<file path="src/rtl/irq_arb_pkg.sv">
package irq_arb_pkg;
   // register map; addresses fixed so software and bench agree
   localparam int unsigned REG_EN       = 0;
   localparam int unsigned REG_THR      = 1;
   localparam int unsigned REG_FLG      = 2;
   localparam int unsigned REG_LVL_BASE = 4;
endpackage

</file>
<file path="src/rtl/irq_arb_cfg.sv">
module irq_arb_cfg
   import irq_arb_pkg::*;
#(
   parameter int unsigned N_SRC  = 8,
   parameter int unsigned LVL_W  = 3,
   parameter int unsigned ADDR_W = 4
) (
   input  logic                         clk,
   input  logic                         rst_n,
   input  logic                         wr_en,
   input  logic [ADDR_W-1:0]            wr_addr,
   input  logic [LVL_W-1:0]             wr_val,
   output logic                         en_q,
   output logic [LVL_W-1:0]             thr_q,
   output logic [N_SRC-1:0][LVL_W-1:0]  lvl_q,
   output logic                         en_d,
   output logic [LVL_W-1:0]             thr_d,
   output logic [N_SRC-1:0][LVL_W-1:0]  lvl_d
);

   always_comb begin
      en_d  = en_q;
      thr_d = thr_q;
      if (wr_en && wr_addr == ADDR_W'(REG_EN))  en_d  = wr_val[0];
      if (wr_en && wr_addr == ADDR_W'(REG_THR)) thr_d = wr_val;
   end

   for (genvar k = 0; k < N_SRC; k++) begin : g_lvl
      always_comb begin
         lvl_d[k] = lvl_q[k];
         if (wr_en && wr_addr == ADDR_W'(REG_LVL_BASE + k)) lvl_d[k] = wr_val;
      end
   end

   always_ff @(posedge clk) begin
      if (!rst_n) begin
         en_q  <= 1'b0;
         thr_q <= '0;
         lvl_q <= '0;
      end else begin
         en_q  <= en_d;
         thr_q <= thr_d;
         lvl_q <= lvl_d;
      end
   end


   thr_wr_keeps_en_chk: assert property (@(posedge clk) disable iff (!rst_n)
      (wr_en && wr_addr == ADDR_W'(REG_THR)) |=> $stable(en_q));

   en_wr_keeps_thr_chk: assert property (@(posedge clk) disable iff (!rst_n)
      (wr_en && wr_addr == ADDR_W'(REG_EN)) |=> $stable(thr_q) && $stable(lvl_q));

endmodule

</file>
<file path="src/rtl/irq_arb_flags.sv">
module irq_arb_flags #(
   parameter int unsigned N_SRC = 8
) (
   input  logic             clk,
   input  logic             rst_n,
   input  logic [N_SRC-1:0] src_req,
   input  logic [N_SRC-1:0] ack_clr,
   input  logic             sw_clr_en,
   input  logic [N_SRC-1:0] sw_keep,
   output logic [N_SRC-1:0] flag_q,
   output logic [N_SRC-1:0] flag_d
);

   logic [N_SRC-1:0] sw_clr;

   assign sw_clr = sw_clr_en ? ~sw_keep : '0;
   // a new request outranks any clear in the same cycle
   assign flag_d = src_req | (flag_q & ~ack_clr & ~sw_clr);

   always_ff @(posedge clk) begin
      if (!rst_n) flag_q <= '0;
      else        flag_q <= flag_d;
   end

   for (genvar i = 0; i < N_SRC; i++) begin : g_chk

      req_wins_chk: assert property (@(posedge clk) disable iff (!rst_n)
         src_req[i] |=> flag_q[i]);

      sw_one_keeps_chk: assert property (@(posedge clk) disable iff (!rst_n)
         (sw_clr_en && sw_keep[i] && !ack_clr[i] && !src_req[i]) |=> flag_q[i] == $past(flag_q[i]));

      ack_clears_chk: assert property (@(posedge clk) disable iff (!rst_n)
         (ack_clr[i] && !src_req[i]) |=> !flag_q[i]);
   end

endmodule

</file>
<file path="src/rtl/irq_arb_pick.sv">
module irq_arb_pick #(
   parameter int unsigned N_SRC = 8,
   parameter int unsigned LVL_W = 3,
   parameter int unsigned IDX_W = 3
) (
   input  logic                         en,
   input  logic [LVL_W-1:0]             thr,
   input  logic [N_SRC-1:0][LVL_W-1:0]  lvl,
   input  logic [N_SRC-1:0]             flag,
   output logic                         hit,
   output logic [IDX_W-1:0]             idx
);

   logic [N_SRC:0]                 found;
   logic [N_SRC:0][LVL_W-1:0]      best_lvl;
   logic [N_SRC:0][IDX_W-1:0]      best_idx;

   assign found[0]    = 1'b0;
   assign best_lvl[0] = '0;
   assign best_idx[0] = '0;

   // linear scan from index 0 upward: only a strictly higher level replaces
   // the running winner, so ties keep the lower index
   for (genvar i = 0; i < N_SRC; i++) begin : g_scan
      logic elig, take;
      assign elig = en && flag[i] && (lvl[i] > thr);
      assign take = elig && (!found[i] || lvl[i] > best_lvl[i]);
      assign found[i+1]    = found[i] | elig;
      assign best_lvl[i+1] = take ? lvl[i]       : best_lvl[i];
      assign best_idx[i+1] = take ? IDX_W'(i)    : best_idx[i];
   end

   assign hit = found[N_SRC];
   assign idx = best_idx[N_SRC];

endmodule

</file>
<file path="src/rtl/irq_level_arb.sv">
module irq_level_arb
   import irq_arb_pkg::*;
#(
   parameter int unsigned N_SRC  = 8,
   parameter int unsigned LVL_W  = 3,
   parameter int unsigned ADDR_W = 4,
   parameter int unsigned DATA_W = 8,
   localparam int unsigned IDX_W = (N_SRC > 1) ? $clog2(N_SRC) : 1
) (
   input  logic              clk,
   input  logic              rst_n,
   input  logic [N_SRC-1:0]  src_req,
   input  logic              ack,
   input  logic              wr_en,
   input  logic [ADDR_W-1:0] wr_addr,
   input  logic [DATA_W-1:0] wr_data,
   input  logic [ADDR_W-1:0] rd_addr,
   output logic [DATA_W-1:0] rd_data,
   output logic              irq_valid,
   output logic [IDX_W-1:0]  irq_idx
);

   localparam logic [LVL_W-1:0] THR_MAX = '1;

   if (DATA_W < N_SRC || DATA_W < LVL_W) begin : g_bad_data_w
      $error("DATA_W must hold the flag vector and a level");
   end
   if (REG_LVL_BASE + N_SRC > (1 << ADDR_W)) begin : g_bad_addr_w
      $error("ADDR_W too small for the level registers");
   end
   if (LVL_W < 1 || N_SRC < 1) begin : g_bad_size
      $error("LVL_W and N_SRC must be at least 1");
   end

   logic                        en_q, en_d;
   logic [LVL_W-1:0]            thr_q, thr_d;
   logic [N_SRC-1:0][LVL_W-1:0] lvl_q, lvl_d;
   logic [N_SRC-1:0]            flag_q, flag_d, ack_clr;
   logic                        sw_clr_en, pick_hit;
   logic [IDX_W-1:0]            pick_idx;

   irq_arb_cfg #(.N_SRC(N_SRC), .LVL_W(LVL_W), .ADDR_W(ADDR_W)) cfg_i (
      .clk(clk), .rst_n(rst_n), .wr_en(wr_en), .wr_addr(wr_addr),
      .wr_val(wr_data[LVL_W-1:0]),
      .en_q(en_q), .thr_q(thr_q), .lvl_q(lvl_q),
      .en_d(en_d), .thr_d(thr_d), .lvl_d(lvl_d)
   );

   for (genvar i = 0; i < N_SRC; i++) begin : g_ack
      assign ack_clr[i] = ack && irq_valid && (irq_idx == IDX_W'(i));
   end

   assign sw_clr_en = wr_en && (wr_addr == ADDR_W'(REG_FLG));

   irq_arb_flags #(.N_SRC(N_SRC)) flags_i (
      .clk(clk), .rst_n(rst_n), .src_req(src_req), .ack_clr(ack_clr),
      .sw_clr_en(sw_clr_en), .sw_keep(wr_data[N_SRC-1:0]),
      .flag_q(flag_q), .flag_d(flag_d)
   );

   // arbitration looks at next-state values so the output register
   // tracks the state written by the same edge
   irq_arb_pick #(.N_SRC(N_SRC), .LVL_W(LVL_W), .IDX_W(IDX_W)) pick_i (
      .en(en_d), .thr(thr_d), .lvl(lvl_d), .flag(flag_d),
      .hit(pick_hit), .idx(pick_idx)
   );

   always_ff @(posedge clk) begin
      if (!rst_n) begin
         irq_valid <= 1'b0;
         irq_idx   <= '0;
      end else begin
         irq_valid <= pick_hit;
         irq_idx   <= pick_idx;
      end
   end

   always_comb begin
      rd_data = '0;
      if (rd_addr == ADDR_W'(REG_EN))  rd_data = DATA_W'(en_q);
      if (rd_addr == ADDR_W'(REG_THR)) rd_data = DATA_W'(thr_q);
      if (rd_addr == ADDR_W'(REG_FLG)) rd_data = DATA_W'(flag_q);
      for (int k = 0; k < N_SRC; k++) begin
         if (rd_addr == ADDR_W'(REG_LVL_BASE + k)) rd_data = DATA_W'(lvl_q[k]);
      end
   end


   valid_needs_en_chk: assert property (@(posedge clk) disable iff (!rst_n)
      irq_valid |-> en_q);

   valid_needs_flag_chk: assert property (@(posedge clk) disable iff (!rst_n)
      irq_valid |-> flag_q[irq_idx]);

   valid_above_thr_chk: assert property (@(posedge clk) disable iff (!rst_n)
      irq_valid |-> lvl_q[irq_idx] > thr_q);

   thr_max_blocks_chk: assert property (@(posedge clk) disable iff (!rst_n)
      (thr_q == THR_MAX) |-> !irq_valid);

   for (genvar j = 0; j < N_SRC; j++) begin : g_win_chk

      winner_best_chk: assert property (@(posedge clk) disable iff (!rst_n)
         (en_q && flag_q[j] && lvl_q[j] > thr_q) |->
            irq_valid && ((lvl_q[j] < lvl_q[irq_idx]) ||
                          (lvl_q[j] == lvl_q[irq_idx] && irq_idx <= IDX_W'(j))));
   end

endmodule

</file>
<file path="config.mk">
export PLATFORM = sky130hd
export DESIGN_NAME = irq_level_arb
export DESIGN_NICKNAME = d
export VERILOG_FILES = /design/src/rtl/irq_arb_pkg.sv /design/src/rtl/irq_arb_cfg.sv /design/src/rtl/irq_arb_flags.sv /design/src/rtl/irq_arb_pick.sv /design/src/rtl/irq_level_arb.sv
export SDC_FILE = /design/constraint.sdc
export NUM_CORES = 1
export LEC_CHECK = 0
export BUFFER_PORTS_ARGS = -buffer_cell sky130_fd_sc_hd__buf_2
export CORE_UTILIZATION = 64
export DETAILED_ROUTE_END_ITERATION = 8
export PLACE_DENSITY = 0.95
export SYNTH_ARGS = -nofsm -noshare
export SYNTH_HDL_FRONTEND = slang
export SYNTH_HIERARCHICAL = 1
export SYNTH_SLANG_ARGS = --single-unit
</file>
<file path="constraint.sdc">
create_clock -name clk -period 30.6 [get_ports clk]
set_input_delay 1.53 -clock clk [delete_from_list [all_inputs] [get_ports clk]]
set_output_delay 1.53 -clock clk [all_outputs]
set_load 0.03 [all_outputs]
</file>
Yosys cells after proc, flatten, opt, wreduce, memory -nomap -nowiden
Cells that the tools add are included.

word-level totals
  flip-flop bits (word level) = 40
  output and inout bits = 12

operators by class
  reductions and logical operators = 60
  muxes and demuxes = 36
  magnitude comparators = 15
  eq/ne operators = 27
  bitwise gates (word level) = 13

operator list
  kind                                                  number
  two-way mux 8 bit                                     11
  two-way mux 3 bit                                     22
  greater-than comparator 3 bit                         15
  logical AND 1 bit                                     43
  equality test 4 x 3 -> 1 bit (second input constant)  8
  equality test 4 bit (second input constant)           8
  inverter 8 bit                                        3
  AND 8 bit                                             2
  equality test 3 bit (second input constant)           4
  equality test 4 x 1 -> 1 bit (second input constant)  2
  equality test 4 x 2 -> 1 bit (second input constant)  2
  zero test 4 bit                                       2
  bitwise OR 8 bit                                      1
  zero test 1 bit                                       7
  logical OR 1 bit                                      7
  bitwise OR 1 bit                                      7
  equality test 3 x 2 -> 1 bit (second input constant)  2
  equality test 3 x 1 -> 1 bit (second input constant)  1
  zero test 3 bit                                       1
  two-way mux 1 bit                                     3

Logic depth before layout (Yosys ltp)
  depth after elaboration = 37
  gate-level depth with buffers = 55

By module
The synthesis kept the hierarchy.

by module, submodules not included
  module         times used  cells an instance  area an instance (µm²)
  irq_arb_pick   1           206                1478.9
  irq_arb_cfg    1           140                1461.4
  irq_level_arb  1           83                 635.6
  irq_arb_flags  1           40                 360.3

Least setup slack after synthesis
No wires, ideal clock.

  path kind = input to register
  start point = in wr_addr[3]
  end point = reg irq_idx[1]
  stages on the path = 53
  arrival = 11.083 ns
  path slack = 19.402 ns
  cell sequence = nor3b_1 > nand2_2 > mux2_2 > inv_1 > ha_1 > nor2b_1 > o311ai_1 > nor2_2 > nand2_1 > ha_1 > nor2b_1 > o21a_1 > o21ai_0 > a21oi_2 > mux2_2 > ha_1 > nor2_1 > maj3_1 > (+17 left out) > mux2_2 > ha_1 > inv_1 > a21o_1 > a21oi_1 > a31oi_1 > o21ai_0 > o211ai_1 > o21ai_0 > ha_1 > inv_1 > a21o_1 > a21oi_1 > a31oi_1 > o21ai_0 > nand2_1 > a31o_2 > and2_1

RTL lines
  element                         RTL line             RTL
  start: declaration              irq_level_arb.sv:15  input logic [ADDR_W-1:0] wr_addr,
  equality test 4 x 1 -> 1 bit *  irq_arb_cfg.sv:25    if (wr_en && wr_addr == ADDR_W'(REG_THR)) thr_d = wr_val;
  logical AND 1 bit *             irq_arb_cfg.sv:25
  two-way mux 3 bit *             irq_arb_cfg.sv:25
  named net thr_d[1]              irq_level_arb.sv:36  logic [LVL_W-1:0] thr_q, thr_d;
  greater-than comparator 3 bit   irq_arb_pick.sv:26   assign elig = en && flag[i] && (lvl[i] > thr);
  logical AND 1 bit               irq_arb_pick.sv:26
  two-way mux 3 bit               irq_arb_pick.sv:29   assign best_lvl[i+1] = take ? lvl[i] : best_lvl[i];
  greater-than comparator 3 bit   irq_arb_pick.sv:27   assign take = elig && (!found[i] || lvl[i] > best_lvl[i]);
  (+20 left out)                  -
  logical OR 1 bit                irq_arb_pick.sv:27
  logical AND 1 bit               irq_arb_pick.sv:27
  two-way mux 3 bit               irq_arb_pick.sv:29
  greater-than comparator 3 bit   irq_arb_pick.sv:27
  logical OR 1 bit                irq_arb_pick.sv:27
  logical AND 1 bit               irq_arb_pick.sv:27
  two-way mux 3 bit *             irq_arb_pick.sv:30   assign best_idx[i+1] = take ? IDX_W'(i) : best_idx[i];
  named net pick_idx[1]           irq_level_arb.sv:40  logic [IDX_W-1:0] pick_idx;
  end signal: assignment          irq_level_arb.sv:74  irq_idx <= pick_idx;
  end: declaration                irq_level_arb.sv:20  output logic [IDX_W-1:0] irq_idx

Mark *: on every way through the listed nets, which the timed path passes. The rest lies on a longest branch.
A chain may end at the register's enable or synchronous reset.

Final worst setup path
Ends and elaborated chain as after synthesis.

==> metrics.txt <==
Synth Register Bits=40; Cell Int Power=86.05 µW; WL/cell=19.80 µm; Synth Instances=approximately 470; Die Y=80.43 µm; Period minus WS final=around 12 ns; PortBufs=39; most numerous cell in the Yosys netlist=nand2_1; number of flops mapped to enable cells by yosys=0; Power per Cell Area=28.35 nW/µm²; core area=5921 µm²; detailed placement HPWL=approximately 8300 µm; clock skew=between 0.006 and 0.007 ns; Min Hold Slack=0.4920 ns; Required @ worst endpoint=30.79 ns; ANT nets after route=0; synthesis-to-layout area growth=7.915%; Die Wd=80.43 µm; largest net degree at the start of global routing=44; Largest stage delay, worst path=between 0.4 and 0.5 ns; CP Launch Type=input port; hold path startpoint=cfg_i/en_q; switching share of total power=between 20% and 30%; top_reg_cell synth=dfxtp_1; number of max-cap violations=0; Yosys Warn Count=6; Worst path most repeated cell=ha_1; Mapped Avg Cell Area=8.393 µm²; CP Max Fanout=9; via density per instance=6.927; Reg clk slew, reported paths=0.08 ns; Slew @ Worst Pin=approximately 0.83 ns; H-Tree Depth=2; Finish-stage setup viols=0; Routed WL=11450 µm; Max Slew Vio Count=0; Die Footprint=6468 µm²; CTS Hold Buffers Added=0; detailed-route DRC error count=0; post-synth top area share=20.34%; Cell Area, Synth=3936 µm²; status=complete, no violations; I/O pin count=40; CP endpoint kind=flip-flop; Max Clk Rate=around 0.08 GHz; Final Cycle Share=40.05%; RePlAce Congestion=0.9272; Total GRT Usage=36.48%; critical path class=input port to flip-flop; CTS tree=yes; Layout Cell Area excl Fill=4248 µm²; Comb power frac=a little under a fifth; post-synth top area cell=dfxtp_1; dpl cell area=4136 µm²; DRT Pass-1 Iters=7; Critical Path Slowest Stage Cell=o21ai_0; P_sw=34.37 µW; post-CTS resize count=0; Hold WC Path Type=flip-flop to flip-flop; Post-CTS Setup Inserts=0; Synth async-reset ratio=0%; Final Hold Vio Count=0; register area share after synthesis=20.34%; Cell Rows=28; share of cells above drive strength 1=20.68%; FF-to-FF Start=cfg_i/thr_q[1]; Reg2Reg Depth=51; clock share of power=36.8%; Worst Hold Depth=2; setup TNS=0 ns; Net Count, Synth=around 530; clk_lat worst skew=0.30 ns; Vias=around 4000; Worst VDD drop=approximately 0.028 mV; sequential share of power=45.0%; number of global-route vias before repair=3742; DR iter-0 viols=approximately 480; antenna cells=0; Synth area leaders=dfxtp_1 20%, ha_1 12%, mux2i_1 8.4%, mux2_2 7.7%, nand2_1 5.2%; unique cell type count in the Yosys netlist=70; critical path arrival=~12 ns; Initial Util=around 66%; clock tree buffer depth=2; Slew headroom=44.08%; P_leak=~1.9 nW; Synth top cells by count=55 x nand2_1, 40 x dfxtp_1, 37 x ha_1; Root Driver=clkbuf_8; Net count, final=567; initial antenna violation count=0; first-pass GRT wire length=18170 µm; Hold EP=cfg_i/en_q; RSZ-0062 raised after global routing=no; clk sink count=40; Reg2Reg Setup Slack=between 15 and 20 ns; TritonCTS Buffers=5; worst reg2reg path endpoint=irq_idx[1]; total grt overflow=0
how the worst max path moves through the flow:
| stage | end | slack (ns) | from |
|---|---|---|---|
| 6_report | irq_idx[1] | 18.34 | wr_addr[3] |
| 5_1_grt | irq_idx[1] | 17.39 | wr_addr[3] |
| 4_1_cts | irq_idx[1] | 18.48 | wr_addr[3] |
| 3_5_place_dp | irq_idx[1] | 18.23 | wr_addr[3] |
| 3_3_place_gp | irq_idx[1] | 18.64 | wr_addr[3] |
| 2_1_floorplan | irq_idx[1] | 19.40 | wr_addr[3] |
sequential cells by signal, indices dropped and copies added, names as in the netlist:
| name | count |
|---|---|
| irq_valid | 1 |
| cfg_i/en_q | 1 |
| cfg_i/lvl_q | 24 |
| flags_i/flag_q | 8 |
| cfg_i/thr_q | 3 |
| irq_idx | 3 |
power by group through the flow:
stage | clock network, mW | registers, mW | logic (mW)
final | 0.0444 | 0.0542 | 0.0218
after global routing | 0.0456 | 0.0543 | 0.0234
after CTS | 0.0439 | 0.0542 | 0.0211
after detailed placement | 0 | 0.0554 | 0.0207
after global placement | 0 | 0.0553 | 0.0197
after floorplan | 0 | 0.0552 | 0.0149
critical path, delay by kind of cell:
kind | cells | cell delay, ns
fa+ha+maj | 11 | 2.98
simple gates | 14 | 1.94
compound gates | 19 | 3.95
mux | 5 | 1.47
buf+inv | 5 | 0.57
cell usage in the layout (no fill, tap or decap), drive strengths merged, types with 4 or more instances in the layout:
cell	n
a21o	7
a21oi	22
a31o	10
and2	20
buf	39
clkbuf	5
dfxtp	40
ha	37
inv	31
mux2	30
mux2i	33
nand2	61
nand2b	15
nand3	15
nor2	29
nor2b	13
nor3	4
o211ai	4
o21a	7
o21ai	18
or2	4
final cells by class:
type	instances	area [µm²]
fillers	405	1673
clock inverters	3	42.54
multi-input cells	385	2930
flip-flops and latches	40	800.8
inverters	31	116.4
repair buffers	39	195.2
well taps	75	93.84
clock buffers	5	68.82
metrics by stage:
step                utilization, %  total power [mW]  std cells  setup WS (ns)
detailed placement           69.86           0.07613        570          18.23
floorplan                        -           0.07008        469          19.40
CTS                          71.75            0.1192        578          18.48
global route                 71.75            0.1233        578          17.39
finish                       71.75            0.1204        578          18.34
global placement             69.86           0.07494        570          18.64
routing by layer:
metal  GRT usage, %  share of wire (%)  vias to the layer above
met5              0                  0                        -
met4          21.61                6.6                        0
met3          7.386                9.3                       96
met2          61.02                 46                      320
met1          42.63                 38                     1822
li1               -                  -                     1766
kinds of logic (layout without fill, tap and decap cells):
family / Yosys count / in the layout / share of synthesized area (%)
AOI/OAI and AO/OA: 103 / 103 / 19.36
muxes: 65 / 65 / 18.59
and+or+nand+nor: 177 / 177 / 23.94
buffers and inverters: 44 / 78 / 5.213
DFF: 40 / 40 / 20.34
adders and majority gates: 40 / 40 / 12.56
(Power assumes the default switching activity.)
